==> src/rtl/mac_pkg.sv <==
package mac_pkg;
  typedef enum logic [2:0] {
    OP_CLR = 3'd0,
    OP_LDH = 3'd1,
    OP_LDL = 3'd2,
    OP_STH = 3'd3,
    OP_STL = 3'd4,
    OP_ACC = 3'd5
  } mac_op_e;

  typedef enum logic [1:0] {
    FS_IDLE,
    FS_OPA,
    FS_OPB,
    FS_MUL
  } fetch_st_e;
endpackage

==> src/rtl/mac_fetch.sv <==
module mac_fetch
  import mac_pkg::*;
#(
  parameter int AW   = 32,
  parameter int OP_W = 16
) (
  input  logic            clk,
  input  logic            rst,
  input  logic            start,
  input  logic [AW-1:0]   ptr_a_in,
  input  logic [AW-1:0]   ptr_b_in,
  input  logic            same_in,
  input  logic [OP_W-1:0] mem_rdata,
  output logic            idle,
  output logic            mem_req,
  output logic [AW-1:0]   mem_addr,
  output logic            mul_fire,
  output logic [OP_W-1:0] op_a,
  output logic [OP_W-1:0] op_b,
  output logic [AW-1:0]   ptr_a_out,
  output logic [AW-1:0]   ptr_b_out
);
  localparam logic [AW-1:0] STEP = AW'(OP_W / 8);

  fetch_st_e       state;
  logic [AW-1:0]   pa, pb;
  logic            same_q;
  logic [OP_W-1:0] opa_q;

  always_ff @(posedge clk) begin
    if (rst) begin
      state  <= FS_IDLE;
      pa     <= '0;
      pb     <= '0;
      same_q <= 1'b0;
      opa_q  <= '0;
    end else begin
      unique case (state)
        FS_IDLE: if (start) begin
          pa     <= ptr_a_in;
          pb     <= ptr_b_in;
          same_q <= same_in;
          state  <= FS_OPA;
        end
        FS_OPA: begin
          pa    <= pa + STEP;
          state <= FS_OPB;
        end
        FS_OPB: begin
          opa_q <= mem_rdata;
          if (same_q) pa <= pa + STEP;
          else        pb <= pb + STEP;
          state <= FS_MUL;
        end
        FS_MUL: state <= FS_IDLE;
        default: state <= FS_IDLE;
      endcase
    end
  end

  assign idle      = (state == FS_IDLE);
  assign mem_req   = (state == FS_OPA) || (state == FS_OPB);
  assign mem_addr  = (state == FS_OPB && !same_q) ? pb : pa;
  assign mul_fire  = (state == FS_MUL);
  assign op_a      = opa_q;
  assign op_b      = mem_rdata;
  assign ptr_a_out = pa;
  assign ptr_b_out = same_q ? pa : pb;


  first_fetch_chk: assert property (@(posedge clk) disable iff (rst)
    (start && idle) |=> (mem_req && mem_addr == $past(ptr_a_in)));


  same_ptr_step_chk: assert property (@(posedge clk) disable iff (rst)
    (state == FS_OPB && same_q) |-> (mem_addr == $past(mem_addr) + STEP));
endmodule

==> src/rtl/mac_acc.sv <==
module mac_acc #(
  parameter int HI_W = 10,
  parameter int LO_W = 32,
  parameter int OP_W = 16
) (
  input  logic                 clk,
  input  logic                 rst,
  input  logic                 clr,
  input  logic                 ld_hi,
  input  logic                 ld_lo,
  input  logic [LO_W-1:0]      wdata,
  input  logic                 mul_fire,
  input  logic [OP_W-1:0]      op_a,
  input  logic [OP_W-1:0]      op_b,
  output logic [HI_W+LO_W-1:0] acc
);
  localparam int ACC_W  = HI_W + LO_W;
  localparam int PROD_W = 2 * OP_W;

  logic signed [PROD_W-1:0] prod;
  logic [ACC_W-1:0]         prod_ext;

  assign prod     = $signed(op_a) * $signed(op_b);
  assign prod_ext = {{(ACC_W-PROD_W){prod[PROD_W-1]}}, prod};

  always_ff @(posedge clk) begin
    if (rst || clr) begin
      acc <= '0;
    end else if (ld_hi) begin
      acc[ACC_W-1:LO_W] <= wdata[HI_W-1:0];
    end else if (ld_lo) begin
      acc[LO_W-1:0] <= wdata;
    end else if (mul_fire) begin
      acc <= acc + prod_ext;
    end
  end


  clear_zero_chk: assert property (@(posedge clk) disable iff (rst)
    clr |=> (acc == '0));


  load_hi_trunc_chk: assert property (@(posedge clk) disable iff (rst)
    (ld_hi && !clr) |=> (acc[ACC_W-1:LO_W] == $past(wdata[HI_W-1:0])
                         && acc[LO_W-1:0] == $past(acc[LO_W-1:0])));


  quiet_hold_chk: assert property (@(posedge clk) disable iff (rst)
    (!clr && !ld_hi && !ld_lo && !mul_fire) |=> $stable(acc));
endmodule

==> src/rtl/mac_readback.sv <==
module mac_readback #(
  parameter int HI_W = 10,
  parameter int LO_W = 32
) (
  input  logic [HI_W+LO_W-1:0] acc,
  input  logic                 sel_hi,
  output logic [LO_W-1:0]      word,
  output logic                 is_zero,
  output logic                 is_neg
);
  localparam int ACC_W = HI_W + LO_W;

  logic [LO_W-1:0] hi_ext;

  assign hi_ext  = {{(LO_W-HI_W){acc[ACC_W-1]}}, acc[ACC_W-1:LO_W]};
  assign word    = sel_hi ? hi_ext : acc[LO_W-1:0];
  assign is_zero = (acc == '0);
  assign is_neg  = acc[ACC_W-1];
endmodule

==> src/rtl/mac_acc_unit.sv <==
module mac_acc_unit
  import mac_pkg::*;
#(
  parameter int AW   = 32,
  parameter int HI_W = 10,
  parameter int LO_W = 32,
  parameter int OP_W = 16
) (
  input  logic            clk,
  input  logic            rst,
  input  logic            cmd_valid,
  output logic            cmd_ready,
  input  logic [2:0]      cmd_op,
  input  logic [LO_W-1:0] cmd_wdata,
  input  logic [AW-1:0]   cmd_ptr_a,
  input  logic [AW-1:0]   cmd_ptr_b,
  input  logic            cmd_same_ptr,
  output logic            mem_req,
  output logic [AW-1:0]   mem_addr,
  input  logic [OP_W-1:0] mem_rdata,
  output logic            rsp_valid,
  output logic [LO_W-1:0] rsp_data,
  output logic [AW-1:0]   rsp_ptr_a,
  output logic [AW-1:0]   rsp_ptr_b,
  output logic            flag_zero,
  output logic            flag_neg,
  output logic            flag_ovf,
  output logic            flag_carry
);
  localparam int ACC_W = HI_W + LO_W;

  logic             accept;
  logic             do_clr, do_ldh, do_ldl, do_sth, do_stl, do_acc;
  logic             is_load, is_store;
  logic             idle, mul_fire;
  logic [OP_W-1:0]  op_a, op_b;
  logic [AW-1:0]    fp_a, fp_b;
  logic [ACC_W-1:0] acc;
  logic [LO_W-1:0]  rb_word;
  logic             rb_zero, rb_neg;

  assign cmd_ready = idle;
  assign accept    = cmd_valid && cmd_ready;
  assign do_clr    = accept && (cmd_op == OP_CLR);
  assign do_ldh    = accept && (cmd_op == OP_LDH);
  assign do_ldl    = accept && (cmd_op == OP_LDL);
  assign do_sth    = accept && (cmd_op == OP_STH);
  assign do_stl    = accept && (cmd_op == OP_STL);
  assign do_acc    = accept && (cmd_op == OP_ACC);
  assign is_load   = do_ldh || do_ldl;
  assign is_store  = do_sth || do_stl;

  mac_fetch #(.AW(AW), .OP_W(OP_W)) u_fetch (
    .clk       (clk),
    .rst       (rst),
    .start     (do_acc),
    .ptr_a_in  (cmd_ptr_a),
    .ptr_b_in  (cmd_ptr_b),
    .same_in   (cmd_same_ptr),
    .mem_rdata (mem_rdata),
    .idle      (idle),
    .mem_req   (mem_req),
    .mem_addr  (mem_addr),
    .mul_fire  (mul_fire),
    .op_a      (op_a),
    .op_b      (op_b),
    .ptr_a_out (fp_a),
    .ptr_b_out (fp_b)
  );

  mac_acc #(.HI_W(HI_W), .LO_W(LO_W), .OP_W(OP_W)) u_acc (
    .clk      (clk),
    .rst      (rst),
    .clr      (do_clr),
    .ld_hi    (do_ldh),
    .ld_lo    (do_ldl),
    .wdata    (cmd_wdata),
    .mul_fire (mul_fire),
    .op_a     (op_a),
    .op_b     (op_b),
    .acc      (acc)
  );

  mac_readback #(.HI_W(HI_W), .LO_W(LO_W)) u_rb (
    .acc     (acc),
    .sel_hi  (do_sth),
    .word    (rb_word),
    .is_zero (rb_zero),
    .is_neg  (rb_neg)
  );

  always_ff @(posedge clk) begin
    if (rst) begin
      rsp_valid  <= 1'b0;
      rsp_data   <= '0;
      rsp_ptr_a  <= '0;
      rsp_ptr_b  <= '0;
      flag_zero  <= 1'b0;
      flag_neg   <= 1'b0;
      flag_ovf   <= 1'b0;
      flag_carry <= 1'b0;
    end else begin
      rsp_valid <= do_clr || is_load || is_store || mul_fire;
      rsp_data  <= is_store ? rb_word : '0;
      rsp_ptr_a <= mul_fire ? fp_a : '0;
      rsp_ptr_b <= mul_fire ? fp_b : '0;
      if (is_store) begin
        flag_zero <= rb_zero;
        flag_neg  <= rb_neg;
        flag_ovf  <= 1'b0;
      end
      if (is_load) begin
        flag_ovf   <= 1'b0;
        flag_carry <= 1'b0;
      end
    end
  end


  clear_flags_kept_chk: assert property (@(posedge clk) disable iff (rst)
    do_clr |=> ($stable(flag_zero) && $stable(flag_neg)
                && $stable(flag_ovf) && $stable(flag_carry)));


  load_flags_chk: assert property (@(posedge clk) disable iff (rst)
    is_load |=> (!flag_ovf && !flag_carry && rsp_valid));


  store_ovf_chk: assert property (@(posedge clk) disable iff (rst)
    is_store |=> (!flag_ovf && rsp_valid));


  bad_op_silent_chk: assert property (@(posedge clk) disable iff (rst)
    (accept && cmd_op > 3'd5) |=> (!rsp_valid && $stable(acc)));
endmodule

==> config.mk <==
export PLATFORM = sky130hd
export DESIGN_NAME = mac_acc_unit
export DESIGN_NICKNAME = d
export VERILOG_FILES = /design/src/rtl/mac_pkg.sv /design/src/rtl/mac_fetch.sv /design/src/rtl/mac_acc.sv /design/src/rtl/mac_readback.sv /design/src/rtl/mac_acc_unit.sv
export SDC_FILE = /design/constraint.sdc
export NUM_CORES = 1
export LEC_CHECK = 0
export BUFFER_PORTS_ARGS = -buffer_cell sky130_fd_sc_hd__clkbuf_2
export CORE_MARGIN = 1.5
export CORE_UTILIZATION = 30
export DETAILED_ROUTE_END_ITERATION = 16
export GPL_TIMING_DRIVEN = 0
export PLACE_DENSITY_LB_ADDON = 0.1
export SYNTH_ARGS = -nofsm -noshare
export SYNTH_HDL_FRONTEND = slang
export SYNTH_SLANG_ARGS = --single-unit
==> constraint.sdc <==
create_clock -name clk -period 9.4 [get_ports clk]
set_clock_uncertainty 0.15 [all_clocks]
set_input_delay 0.47 -clock clk [delete_from_list [all_inputs] [get_ports clk]]
set_output_delay 0.47 -clock clk [all_outputs]
set_load 0.03 [all_outputs]
==> out/qor.yml, run 1 <==
period_needed_ps: 9020
detail_route.wl_per_cell_um: 20.4
synth-seq-cells: 224
syn_area_um2: 21800
drc_errors: 0
p_sw_w: 0.000828
worst-endpoint-arrival_ps: 9300
synth_top_area_share_pct: 24.2
crit_required_ps: 9680
drive_above_1_share_pct: 13.9
die_y_um: 272
synth_warnings: 0
cts_sinks: 224
grt_pass1_vias: 19204
powerDensity_nw_per_um2: 106
hold_viol: 0
setup_viol: 0
rrSetupSlack_ps: 380
port_buffers: 245
dpl-instance-area_um2: 24200
fillers: 7636
postLayoutCoreUtil_pct: 35.3
power_w: 0.00268
synthCells: 2517
vias_per_cell: 4.99
seq_power_share_pct: 37.4
tritoncts: "yes"
finalInstanceArea_um2: 25300
htreeDepth: 1
hold_depth: 3
finalMaxSlewViolations: 0
min_to: "u_fetch.pb[7]"
worstSetupPathType: "reg -> reg"
yosysTopAreaCell: "fa_1"
finalCritPeriodShare_pct: 96.0
power.share.combinational_pct: 19.6
crit_top_cell: "fa_1"
ioPinCount: 254
status: "completed"
netlist_top_cells_area: "fa_1 (24%), dfxtp_1 (21%), ha_1 (7.6%), inv_1 (5.5%), nand2_1 (4.8%)"
holdCritPathClass: "in -> reg"
timing.rr.start: "u_fetch.op_a[8]"
fin_nets: 3313
worstMarginPinSlew_ps: 1230
routabilityCongestion: 0.887
cpPeakStageDelay_ps: 590
p_leak_nw: 11.5
slew_headroom_pct: 17.9
die-area_um2: 74100
first_pass_iters: 5
core-area_um2: 71600
postRouteAntennaNets: 0
grt_use_total_pct: 20.6
grt_max_degree: 15
finalWorstSetupSlack_ps: 381
max_freq_ghz: 0.111
yosys.cell_types.count: 85
grt_pass1_wl_um: 117000
cp_slowest_cell: "fa_1"
areaGrowthSynthToFinish_pct: 16.3
ir_worst_vdd_mv: 0.101
rr_endpoint: "u_acc.acc[40]"
worstHoldStart: "cmd_ptr_b[7]"
floorplan.initialDensity_pct: 30.4
post-place-ws_ps: -911
r2r_cells: 32
clk_pin_slew_ps: 60
vias: 18802
wl_um: 77000
yosysMostFrequentCell: "inv_1"
p_clk_share_pct: 43.0
ys_seq_area_share_pct: 20.6
die_width_um: 272
cts_made_buffers: 27
synth_ff_type: "dfxtp_1"
path_max_fanout: 10
switching_share_pct: 30.9
antenna_found_initial: 2
ys_async_sr_fraction_pct: 0
avgSynthCellArea_um2: 8.64
ctsRootBufferMaster: "clkbuf_16"
floorplan.rows: 98
cts.path.max_buffers: 3
critPathCaptureType: "flip-flop"
drt_iter0_drc: 1134
start_kind: "flip-flop"
synth_common_cells: "inv_1 (316), nand2_1 (277), fa_1 (263)"
synth-edff-count: 0
p_int_w: 0.00185
dpl.hpwl_um: 63200
tns_ps: 0
clk-insertion-delay-late_ps: 590
grt-ovfl-total: 0
drv_cap: 0
[cell families (layout without fill, tap and decap cells)]
kind of cell,count (synthesis),after routing,share of synthesized area [%]
simple gates,799,799,17.5
other cells,1,3,0.0172
buf+inv,450,752,7.84
xor+xnor,69,69,2.84
compound gates,465,465,14.0
mux,114,114,5.44
fa+ha+maj,395,395,31.8
flops,224,224,20.6
[layer usage]
metal  wire [um]  global-route usage [%]  part of all wire [%]  vias to the layer above
met5           0                       0                     0                        -
met4        1870                    4.91                   2.4                        0
met1       34500                    27.5                    45                     9387
li1            -                       -                     -                     8853
met3        3200                    2.53                   4.2                       99
met2       37400                    35.1                    49                      463
[stage by stage]
stage,cells,hold slack (ps)
after global routing,3771,16.8
final,3771,32.8
after floorplan,2518,308
after CTS,3768,2.22
after detailed placement,3713,347
after global placement,3713,325
[worst max path at each step]
stage / from / to / depth (start not counted)
detailed placement: mem_rdata[7] / u_acc.acc[40] / 31
finish: u_fetch.op_a[8] / u_acc.acc[40] / 32
floorplan: mem_rdata[7] / u_acc.acc[40] / 35
global placement: mem_rdata[7] / u_acc.acc[40] / 31
CTS: u_fetch.op_a[4] / u_acc.acc[35] / 34
global route: u_fetch.op_a[8] / u_acc.acc[40] / 33
[power by group through the flow]
stage / sequential [W] / combinational, W / clock [W]
floorplan: 0.00101 / 0.000344 / 0
global placement: 0.00102 / 0.000517 / 0
detailed placement: 0.00102 / 0.000519 / 0
CTS: 0.00100 / 0.000526 / 0.00117
global route: 0.00101 / 0.000577 / 0.00121
finish: 0.00100 / 0.000525 / 0.00115
[cell type report]
| class | count | area, um^2 | share of cell area, % |
|---|---|---|---|
| tap | 950 | 1190 | 4.70 |
| multi-input combinational | 1844 | 15600 | 61.7 |
| buffer | 133 | 561 | 2.21 |
| timing repair buffer | 253 | 1300 | 5.13 |
| sequential | 224 | 4500 | 17.8 |
| clock buffer | 39 | 781 | 3.08 |
| clock inverter | 11 | 183 | 0.722 |
| inverter | 316 | 1190 | 4.69 |
| antenna | 1 | 2.50 | 0.00989 |
[cells in the final DEF, fill, tap and decap left out, types with 100 or more instances in the layout]
cell type / n
nor2_1: 181
clkbuf_1: 100
ha_1: 132
inv_1: 316
fa_1: 262
and2_1: 158
a21oi_1: 151
dfxtp_1: 214
nand2_1: 277
clkbuf_2: 254
[worst max-delay path, delay by kind of cell, from the launching register on]
family,cells,cell delay [ps]
AND/OR/NAND/NOR,4,350
buffers and inverters,4,560
XOR/XNOR,2,350
adder cells (fa/ha/maj),8,3870
AO/OA/AOI/OAI,14,3010
flip-flops,1,570
[flip-flops by register name (all words and copies together) (netlist names)]
signal             flops
u_acc.acc             42
rsp_data              32
rsp_ptr_a             32
rsp_ptr_b             32
u_fetch.pb            32
u_fetch.ptr_a_out     32
u_fetch.op_a          16
u_fetch.state          2
flag_neg               1
flag_zero              1
rsp_valid              1
u_fetch.same_q         1
[timing repair]
action | 4_1_cts | 5_1_grt
buffers inserted | 0 | 3
endpoints found under the setup margin | 9 | 11
hold buffers | 5 | 0
hold endpoints to repair | 5 | 0
resized for setup | 20 | 43
pin swaps | 0 | 1
No activity file was read; power rests on OpenSTA's default activity.
==> run 2, diff against run 1 <==
- clock period: 9.4 -> 8.05 ns (I/O delays scaled with it)
==> run 2 against run 1 <==
Net effect:
- the flow now finishes with violations (negative setup slack)
- global-route usage grew 0.74 points
- non-clock buffer count grew 116
- utilization grew 2.5 points
- cell area grew 7.2%
==> out/qor.yml, run 2 (synthesis results as in run 1) <==
dr_wl_met2_um: 38800
final_cell_mix: "inv_1 (301), nand2_1 (270), clkbuf_2 (254), fa_1 (249), dfxtp_1 (208)"
drive_above_1_share_pct: 18.9
crit_required_ps: 8350
ioPinCount: 254
cts.path.max_buffers: 3
die_y_um: 272
ir_worst_vdd_mv: 0.127
switching_share_pct: 32.0
cp_slowest_cell: "fa_1"
die-area_um2: 74100
first_pass_iters: 5
ctsRootBufferMaster: "clkbuf_16"
hold_viol: 0
path_max_fanout: 6
placedCellCount: 3713
floorplan.rows: 98
tritoncts: "yes"
finalMaxSlewViolations: 0
grt-ovfl-total: 0
drv_cap: 0
wl_um: 79500
crit_top_cell: "fa_1"
vias_per_cell: 4.99
grt_use_total_pct: 21.3
wl_met1_um: 35300
violations: "negative setup slack"
die_width_um: 272
grt_pass1_wl_um: 122000
grt_max_degree: 16
crit_family: "adder cells"
regMostFlops: "u_acc.acc"
status: "finished, violations left"
power.share.combinational_pct: 21.6
post-place-ws_ps: -1520
clk-insertion-delay-late_ps: 600
worstMarginPinSlew_ps: 1280
max_freq_ghz: 0.123
slew_headroom_pct: 14.7
p_clk_share_pct: 41.6
drt_iter0_drc: 1131
critPathCaptureType: "flip-flop"
areaGrowthSynthToFinish_pct: 24.7
wl_met3_um: 3410
antenna_found_initial: 3
grt_pass1_vias: 20069
p_sw_w: 0.00102
n_antenna_cell: 0
drc_errors: 0
holdCritPathClass: "in -> reg"
power_w: 0.00317
stdcell_count: 3886
floorplan.initialDensity_pct: 30.4
critical_path_buf_inv_count: 4
clk_pin_slew_ps: 60
detail_route.wl_per_cell_um: 20.4
port_buffers: 245
start_kind: "flip-flop"
finalWorstSetupSlack_ps: -103
p_int_w: 0.00215
htreeDepth: 1
period_needed_ps: 8150
powerDensity_nw_per_um2: 117
worst-endpoint-arrival_ps: 8450
p_leak_nw: 12.2
routabilityCongestion: 0.904
cts_sinks: 224
postLayoutCoreUtil_pct: 37.9
postRouteAntennaNets: 0
cts_made_buffers: 28
top_layer: "met5"
cpPeakStageDelay_ps: 530
vias: 19394
rsz0062_at_grt: "true"
fin_nets: 3430
finalCritPeriodShare_pct: 101
seq_power_share_pct: 36.8
final_common_cell: "inv_1"
worstSetupPathType: "reg -> reg"
dpl.hpwl_um: 63600
largest_reg_flops: 42
core-area_um2: 71600
setup_viol: 5
-- run 2: cell types whose count changed in the layout (fill, tap and decap cells not counted), sizes merged --
cell and delta:
clkinv +6, dlygate4sd3 +54, clkbuf +1, buf +58, bufinv -2, diode -1, inv -1
-- run 2: metal layers --
layer | global-route usage (%) | up-vias
li1 | - | 9095
met1 | 28.3 | 9707
met4 | 5.15 | 2
met3 | 2.38 | 102
met5 | 0 | -
met2 | 36.7 | 488
-- run 2: metrics by stage --
stage	hold slack, ps	instance area [um^2]	setup TNS (ps)
2_1_floorplan	308	21800	0
3_3_place_gp	329	24200	-22020
3_5_place_dp	337	24200	-22100
4_1_cts	1.26	26900	-97.0
5_1_grt	8.18	27100	-2830
6_report	5.36	27100	-243
-- run 2: final timing paths --
path / from / endpoint / slack [ps] / cells past startpoint
max reg2reg: u_fetch.op_a[6] / u_acc.acc[35] / -100 / 32
min reg2reg: flag_neg / flag_neg / 350 / 2
min: cmd_ptr_b[12] / u_fetch.pb[12] / 5 / 3
max: u_fetch.op_a[6] / u_acc.acc[35] / -100 / 32
-- run 2: worst reg2reg max path, delay by kind of cell, from the launching register on --
family	cells	cell delay, ps
xor+xnor	2	280
fa+ha+maj	8	3210
simple gates	7	1160
buf+inv	4	330
flops	1	430
compound gates	11	2460
-- run 2: power groups by stage --
| stage | clock network (W) | registers [W] | logic [W] |
|---|---|---|---|
| floorplan | 0 | 0.00118 | 0.000406 |
| global placement | 0 | 0.00119 | 0.000609 |
| detailed placement | 0 | 0.00120 | 0.000612 |
| CTS | 0.00134 | 0.00117 | 0.000673 |
| global route | 0.00139 | 0.00117 | 0.000749 |
| finish | 0.00132 | 0.00117 | 0.000685 |
-- run 2: final cells by class --
type,instances,area [um^2]
Clock buffer,36,781
Sequential cell,224,4540
Buffer,133,830
Timing Repair Buffer,369,2350
Multi-Input combinational cell,1844,16100
Clock inverter,14,165
Tap cell,950,1190
Inverter,316,1190
Fill cell,7438,44500
-- run 2: what timing repair did --
action,in CTS,in global routing
pin swaps,94,40
gates resized for setup,165,49
hold buffers,59,0
endpoints found under the setup margin,25,16
endpoints found under the hold margin,60,0
buffers inserted,50,15
==> run 3, diff against run 2 <==
- CORE_UTILIZATION: 30 -> 25
==> run 3 against run 2 <==
Net effect:
- the flow still finishes with violations (negative setup slack)
- sequential share of layout area down 0.11 points
- global-route usage down 2.9 points
- die area up 20%
- final cell count up 5.3%
- maximum frequency down 1.1%
- cell area up 0.67%
- wire length up 4.0%
- total power down 0.99%
- flip-flop and latch count unchanged
==> out/qor.yml, run 3 (synthesis results as in run 1) <==
status: "finished, violations left"
violations: "negative setup slack"
ir_worst_vdd_mv: 0.157
stdcell_count: 4092
dpl.hpwl_um: 66200
largest_reg_flops: 42
grt_pass1_vias: 20222
critPathCaptureType: "flip-flop"
grt-ovfl-total: 0
drc_errors: 0
antenna_found_initial: 4
port_buffers: 245
vias_per_cell: 4.73
tns_ps: -949
drt_iter0_drc: 1093
core-area_um2: 86500
postRouteAntennaNets: 0
die-area_um2: 88800
first_pass_iters: 5
p_leak_nw: 12.2
crit_top_cell: "fa_2"
placedCellCount: 3918
cpPeakStageDelay_ps: 630
finalWorstSetupSlack_ps: -191
path_max_fanout: 6
tritoncts: "yes"
grt_pass1_wl_um: 126000
rrSetupSlack_ps: -190
areaGrowthSynthToFinish_pct: 25.6
clk-insertion-delay-late_ps: 600
die_width_um: 298
cts_sinks: 224
cts.path.max_buffers: 3
setup_viol: 9
die_y_um: 298
vias: 19367
worst-endpoint-arrival_ps: 8540
routabilityCongestion: 0.865
grt_max_degree: 16
period_needed_ps: 8240
n_antenna_cell: 0
ioPinCount: 254
start_kind: "flip-flop"
grt_use_total_pct: 18.4
hold_viol: 0
htreeDepth: 1
cts_made_buffers: 28
rsz0062_at_grt: "true"
finalMaxSlewViolations: 0
finalCritPeriodShare_pct: 102
powerDensity_nw_per_um2: 115
cp_slowest_cell: "fa_2"
drv_cap: 0
regMostFlops: "u_acc.acc"
worstMarginPinSlew_ps: 1190
wl_um: 82600
drive_above_1_share_pct: 18.7
layout.area.seq_um2: 4540
fin_nets: 3429
ctsRootBufferMaster: "clkbuf_16"
multi_input_area_um2: 16000
worstSetupPathType: "reg -> reg"
clk_pin_slew_ps: 70
floorplan.rows: 108
floorplan.initialDensity_pct: 25.2
holdCritPathClass: "in -> reg"
fillers: 9276
final_common_cell: "inv_1"
crit_required_ps: 8350
final_cell_mix: "inv_1 (300), nand2_1 (273), clkbuf_2 (254), fa_1 (248), dfxtp_1 (208)"
max_freq_ghz: 0.121
slew_headroom_pct: 20.7
detail_route.wl_per_cell_um: 20.2
run 3: final cells by class:
class                           instances  area share, %
Multi-Input combinational cell       1844           58.7
Sequential cell                       224           16.6
Timing Repair Buffer                  368           8.68
Tap cell                             1155           5.29
Inverter                              316           4.34
Buffer                                133           2.99
Clock buffer                           38           2.89
Clock inverter                         14          0.476
run 3: repair_timing:
item | CTS | global route
hold buffers | 61 | 0
endpoints found under the hold margin | 61 | 0
setup endpoints to repair | 25 | 16
setup buffers | 58 | 4
pin swaps | 96 | 33
gates resized for setup | 180 | 27
run 3: worst paths after layout:
kind / startpoint / endpoint / cells past startpoint
worst min register to register: u_fetch.pb[10] / u_fetch.pb[10] / 2
worst max register to register: u_fetch.op_a[6] / u_acc.acc[35] / 32
worst min-delay path: cmd_ptr_a[20] / u_fetch.ptr_a_out[20] / 3
worst max-delay path: u_fetch.op_a[6] / u_acc.acc[35] / 32
run 3: worst max-delay path: cells and delay by family, from the launching register on:
family / cells / cell delay, ps
xor gates and xnor gates: 1 / 150
DFF: 1 / 380
adders and majority gates: 8 / 3590
AOI/OAI and AO/OA: 13 / 2740
buffers and inverters: 6 / 510
and+or+nand+nor: 4 / 560
run 3: metrics by stage:
step | total power [W] | util (%) | setup slack (ps) | area (um^2) | hold WS, ps
floorplan | 0.00159 | - | 13.7 | 21800 | 308
global placement | 0.00181 | 28.3 | -1620 | 24500 | 328
detailed placement | 0.00181 | 28.3 | -1740 | 24500 | 335
CTS | 0.00317 | 31.4 | -151 | 27200 | 1.86
global route | 0.00329 | 31.6 | -436 | 27300 | 21.6
finish | 0.00314 | 31.6 | -191 | 27300 | 14.2
run 3: per-layer routing:
metal	wire length, um	GRT usage, %	vias up
met5	13	0	-
met4	2200	4.60	2
met3	2900	1.89	102
met2	40900	32.2	445
met1	36700	24.1	9725
li1	-	-	9093
run 3: where the power goes:
part           internal [W]  switching (W)  total (W)
Clock              0.000723       0.000557    0.00128
Sequential          0.00113      0.0000396    0.00117
Combinational      0.000276       0.000414   0.000690
Total               0.00213        0.00101    0.00314
